**src/rtl/hs_pkg.sv**
```systemverilog
package hs_pkg;

    localparam int HS_WIRES = 10;
    localparam int STATE_W  = 4;

    // Wire positions inside the input vector
    localparam int B_CS0   = 0;
    localparam int B_CS1   = 1;
    localparam int B_VALID = 2;
    localparam int B_TRREQ = 3;
    localparam int B_BUSY  = 4;
    localparam int B_COMPT = 5;
    localparam int B_LREQ  = 6;
    localparam int B_UREQ  = 7;
    localparam int B_READY = 8;
    localparam int B_ES    = 9;

    typedef enum logic [STATE_W-1:0] {
        ST_IDLE     = 4'd0,
        ST_CARRIER  = 4'd1,
        ST_VALID    = 4'd2,
        ST_LOAD_RDY = 4'd3,
        ST_UNLD_RDY = 4'd4,
        ST_XFER     = 4'd5,
        ST_DONE     = 4'd6,
        ST_ESTOP    = 4'd7,
        ST_FAULT    = 4'd8
    } hs_state_e;

    // Wires that take part in decoding, gathered once
    typedef struct packed {
        logic estop;
        logic compt;
        logic busy;
        logic lreq;
        logic ureq;
        logic valid;
        logic carrier;
    } hs_flags_t;

    function automatic hs_flags_t hs_gather(input logic [HS_WIRES-1:0] w);
        hs_flags_t f;
        f.estop   = w[B_ES];
        f.compt   = w[B_COMPT];
        f.busy    = w[B_BUSY];
        f.lreq    = w[B_LREQ];
        f.ureq    = w[B_UREQ];
        f.valid   = w[B_VALID];
        f.carrier = w[B_CS0] | w[B_CS1];
        return f;
    endfunction

    // Priority order: stop, completion, transfer, requests, valid, carrier
    function automatic hs_state_e hs_rank(input hs_flags_t f);
        hs_state_e s;
        if (f.estop)                  s = ST_ESTOP;
        else if (f.compt)             s = ST_DONE;
        else if (f.busy)              s = ST_XFER;
        else if (f.lreq)              s = ST_LOAD_RDY;
        else if (f.ureq)              s = ST_UNLD_RDY;
        else if (f.valid & f.carrier) s = ST_VALID;
        else if (f.carrier)           s = ST_CARRIER;
        else                          s = ST_IDLE;
        return s;
    endfunction

endpackage

```
**src/rtl/hs_decode.sv**
```systemverilog
module hs_decode
    import hs_pkg::*;
#(
    parameter int NW = HS_WIRES
) (
    input  logic [NW-1:0] wires,
    output hs_state_e     decoded
);
    hs_flags_t flags;

    always_comb begin
        flags   = hs_gather(wires);
        decoded = hs_rank(flags);
    end
endmodule

```
**src/rtl/hs_override.sv**
```systemverilog
module hs_override
    import hs_pkg::*;
(
    input  logic      force_fault,
    input  hs_state_e decoded,
    output hs_state_e chosen
);
    always_comb begin
        chosen = force_fault ? ST_FAULT : decoded;
    end
endmodule

```
**src/rtl/hs_state_reg.sv**
```systemverilog
module hs_state_reg
    import hs_pkg::*;
(
    input  logic      clk,
    input  logic      rst,
    input  hs_state_e nxt,
    output hs_state_e cur,
    output hs_state_e prev,
    output logic      chg
);
    logic differs;

    always_comb begin
        differs = (nxt != cur);
    end

    always_ff @(posedge clk) begin
        if (rst) begin
            cur  <= ST_IDLE;
            prev <= ST_IDLE;
            chg  <= 1'b0;
        end else begin
            chg <= differs;
            if (differs) begin
                prev <= cur;
                cur  <= nxt;
            end
        end
    end
endmodule

```
**src/rtl/hs_tracker.sv**
```systemverilog
module hs_tracker
    import hs_pkg::*;
#(
    parameter int NW = HS_WIRES,
    parameter int SW = STATE_W
) (
    input  logic          clk,
    input  logic          rst,
    input  logic [NW-1:0] wires_i,
    input  logic          fault_force_i,
    output logic [SW-1:0] state_o,
    output logic          state_chg_o,
    output logic [SW-1:0] prev_state_o
);
    hs_state_e dec_s;
    hs_state_e sel_s;
    hs_state_e cur_s;
    hs_state_e old_s;

    hs_decode #(.NW(NW)) u_decode (
        .wires   (wires_i),
        .decoded (dec_s)
    );

    hs_override u_override (
        .force_fault (fault_force_i),
        .decoded     (dec_s),
        .chosen      (sel_s)
    );

    hs_state_reg u_reg (
        .clk  (clk),
        .rst  (rst),
        .nxt  (sel_s),
        .cur  (cur_s),
        .prev (old_s),
        .chg  (state_chg_o)
    );

    assign state_o      = SW'(cur_s);
    assign prev_state_o = SW'(old_s);
endmodule

```
**config.mk**
```make
export PLATFORM = sky130hd
export DESIGN_NAME = hs_tracker
export DESIGN_NICKNAME = d
export VERILOG_FILES = /design/src/rtl/hs_pkg.sv /design/src/rtl/hs_decode.sv /design/src/rtl/hs_override.sv /design/src/rtl/hs_state_reg.sv /design/src/rtl/hs_tracker.sv
export SDC_FILE = /design/constraint.sdc
export NUM_CORES = 1
export LEC_CHECK = 0
export ABC_AREA = 0
export BUFFER_PORTS_ARGS = -buffer_cell sky130_fd_sc_hd__buf_2
export CAP_MARGIN = 20
export CORE_MARGIN = 2
export CORE_UTILIZATION = 40
export DETAILED_ROUTE_END_ITERATION = 6
export PLACE_DENSITY = 0.78
export REMOVE_ABC_BUFFERS = 1
export SYNTH_ARGS = -nofsm -noshare
export SYNTH_HDL_FRONTEND = slang
export SYNTH_SLANG_ARGS = --single-unit
```
**constraint.sdc**
```tcl
create_clock -name clk -period 1.7 [get_ports clk]
set_clock_uncertainty 0.05 [all_clocks]
set_input_delay 0.085 -clock clk [delete_from_list [all_inputs] [get_ports clk]]
set_output_delay 0.085 -clock clk [all_outputs]
set_load 0.05 [all_outputs]
```
==> metrics.cfg <==
[drt]
drt_iter0_drc = 3
num_vias = 498
post_drt_wl_per_cell_um = 11.16
via_per_inst = 4.980
drtAntennaViolNets = 0
wl_um = 1116
drc = 0
dr.pass1.iters = 4

[run_status]
outcome = finished, violations left
violations = setup timing

[clocking]
clkSinkCount = 9
cts-root-buf = clkbuf_4
clk_latency_ns = 0.26
clk_pin_slew_ns = 0.06
cts_tree = done
htree_num_levels = 1
cts_made_buffers = 3
cts-hold-fix-buffers = 0
clk_path_buf_depth = 2

[placed_design]
placed_cell_area_um2 = 701.9
gp_congestion = 0.6925
hpwlAfterDp_um = 867.5
io_buffers = 19

[global_routing]
grt_max_degree = 14
antenna_found_initial = 0
grt_usage_pct = 17.67
grt_pass1_vias = 447
overflow = 0
grt_pass1_wl_um = 1794

[synth]
ys_ff_latch = 9
ys_types = 26
synthArstFlopShare_pct = 0
yosys_most_used_dff = dfxtp_1
synth.area.mux_share_pct = 7.674
synthAdderAreaFrac_pct = 0
netlist_instances = 52
synth-edff-count = 0
avgSynthCellArea_um2 = 10.03
synth_area_um2 = 521.8
ys_seq_area_share_pct = 34.53
synth_compound_area_share_pct = 27.58
synthSimpleGateAreaFrac_pct = 27.82
yosys_warnings = 0
synth_top_family_by_area = simple AND/OR/NAND/NOR gates
synth_xor_area_share_pct = 0

[sta]
slew_viol_final = 0
fin_crit_ns = 1.713
worst_slack_ns = -0.01314
finalSetupViolations = 1
relSlewSlack_pct = 68.09
worst_pin_slew_ns = 0.4750
rsz0062_at_grt = true
finalCritPeriodShare_pct = 100.8
hold_viol = 0
max_freq_ghz = 0.5837

[cells_and_area]
fin_area_um2 = 764.5
final_cell_mix = buf_2, buf_4, nand2b_1
multi_input_area_um2 = 347.8
nFillCells = 112
final_core_util_pct = 61.04
final_common_cell = buf_2
antenna_cells = 0
num-nets-final = 99
drive_above_1_share_pct = 52.94
area_growth_pct = 46.52
ff_latch_area_um2 = 182.7

[floorplan]
fp.dieH_um = 40.12
boundaryPins = 22
core_area_mm2 = 0.001252
dieArea_mm2 = 0.001609
fp.dieW_um = 40.12
start_util_pct = 41.66
num_rows = 13

[setup_path]
critPathArrivalTime_ns = 1.85
cp_max_fo = 3
crit_type = flip-flop to flip-flop
endpoint_kind = flip-flop
crit_required_ns = 1.84
crit_path_start_kind = flip-flop

[run]
maxCapViolations = 0

[power]
ir_worst_vdd_mv = 0.6094
power.density_mw_per_mm2 = 722.8
p_leak_nw = 0.3151

[min_path]
hold_class = input pin to flip-flop

-- report_power, final --
group | switching, mW | internal [mW] | leakage (nW)
Sequential | 0.00554 | 0.223 | 0.0750
Clock | 0.0754 | 0.0905 | 0.0150
Combinational | 0.0935 | 0.0646 | 0.225
Total | 0.174 | 0.378 | 0.315
-- registers in the layout (all words and copies together) (netlist names) --
| register | cells |
|---|---|
| u_reg.chg | 1 |
| u_reg.cur | 4 |
| u_reg.prev | 4 |
-- repair_timing --
| item | in CTS | in global routing |
|---|---|---|
| pin swaps | 2 | 0 |
| buffers inserted | 2 | 1 |
| gates resized for setup | 5 | 2 |
| endpoints found under the setup margin | 4 | 5 |
-- cell usage after synthesis (all sizes together) (2+ instances only) --
cell / instances / area share (%)
nor2b: 2 / 2.4
mux2i: 4 / 7.7
nand2b: 9 / 11
nor2: 2 / 1.4
a2111oi: 3 / 13
nor4: 2 / 2.4
nor3: 2 / 1.9
a21oi: 2 / 1.9
dfxtp: 9 / 35
o21ai: 2 / 1.9
-- cells by family after synthesis --
logic type             Yosys count
multiplexers                     4
AO/OA/AOI/OAI                   13
flip-flops                       9
buffers and inverters            3
AND/OR/NAND/NOR                 23
-- stage by stage --
stage          worst slack (ns)  hold slack [ns]   TNS (ns)  total power [mW]  cells
4_1_cts               -0.004301          0.06618  -0.004301            0.5562     99
6_report               -0.01314          0.06241   -0.01314            0.5526    100
5_1_grt                 -0.1233          0.07188    -0.4970            0.5870    100
2_1_floorplan           -0.3762           0.1066     -1.790            0.3227     50
3_3_place_gp           -0.04604           0.3426    -0.1551            0.3807     94
3_5_place_dp           -0.09888           0.3540    -0.2864            0.3839     94
-- worst max-delay path, stage by stage (launching register included) --
cell       delay, ns
dfxtp_2         0.32
or3b_4          0.37
a21oi_2         0.12
a31oi_2         0.06
a2111oi_4       0.34
buf_4           0.19
mux2i_1         0.18
-- worst paths after layout --
path                                                  from  slack [ns]                          to  cells after the start
worst max register to register   u_reg.cur[2]$_SDFFE_PP0P_       -0.01  u_reg.prev[1]$_SDFFE_PP0P_                      6
worst max-delay path             u_reg.cur[2]$_SDFFE_PP0P_       -0.01  u_reg.prev[1]$_SDFFE_PP0P_                      6
worst min register to register  u_reg.prev[0]$_SDFFE_PP0P_        0.42  u_reg.prev[0]$_SDFFE_PP0P_                      2
worst min-delay path                                   rst        0.06        u_reg.chg$_SDFF_PP0_                      2
-- per-layer routing --
metal	GRT usage, %	wire length [µm]	vias up
met5	0	0	-
met3	8.333	76	4
li1	-	-	262
met2	28.63	525	14
met4	10.34	34	0
met1	18.46	480	218
-- layout make-up --
cell class,count,area share [%]
inverters,1,0.4910
repair buffers,31,24.22
clock buffers,4,3.437
well taps,15,2.455
multi-input cells,40,45.50
flip-flops and latches,9,23.90
No activity file was read; power rests on OpenSTA's default activity.
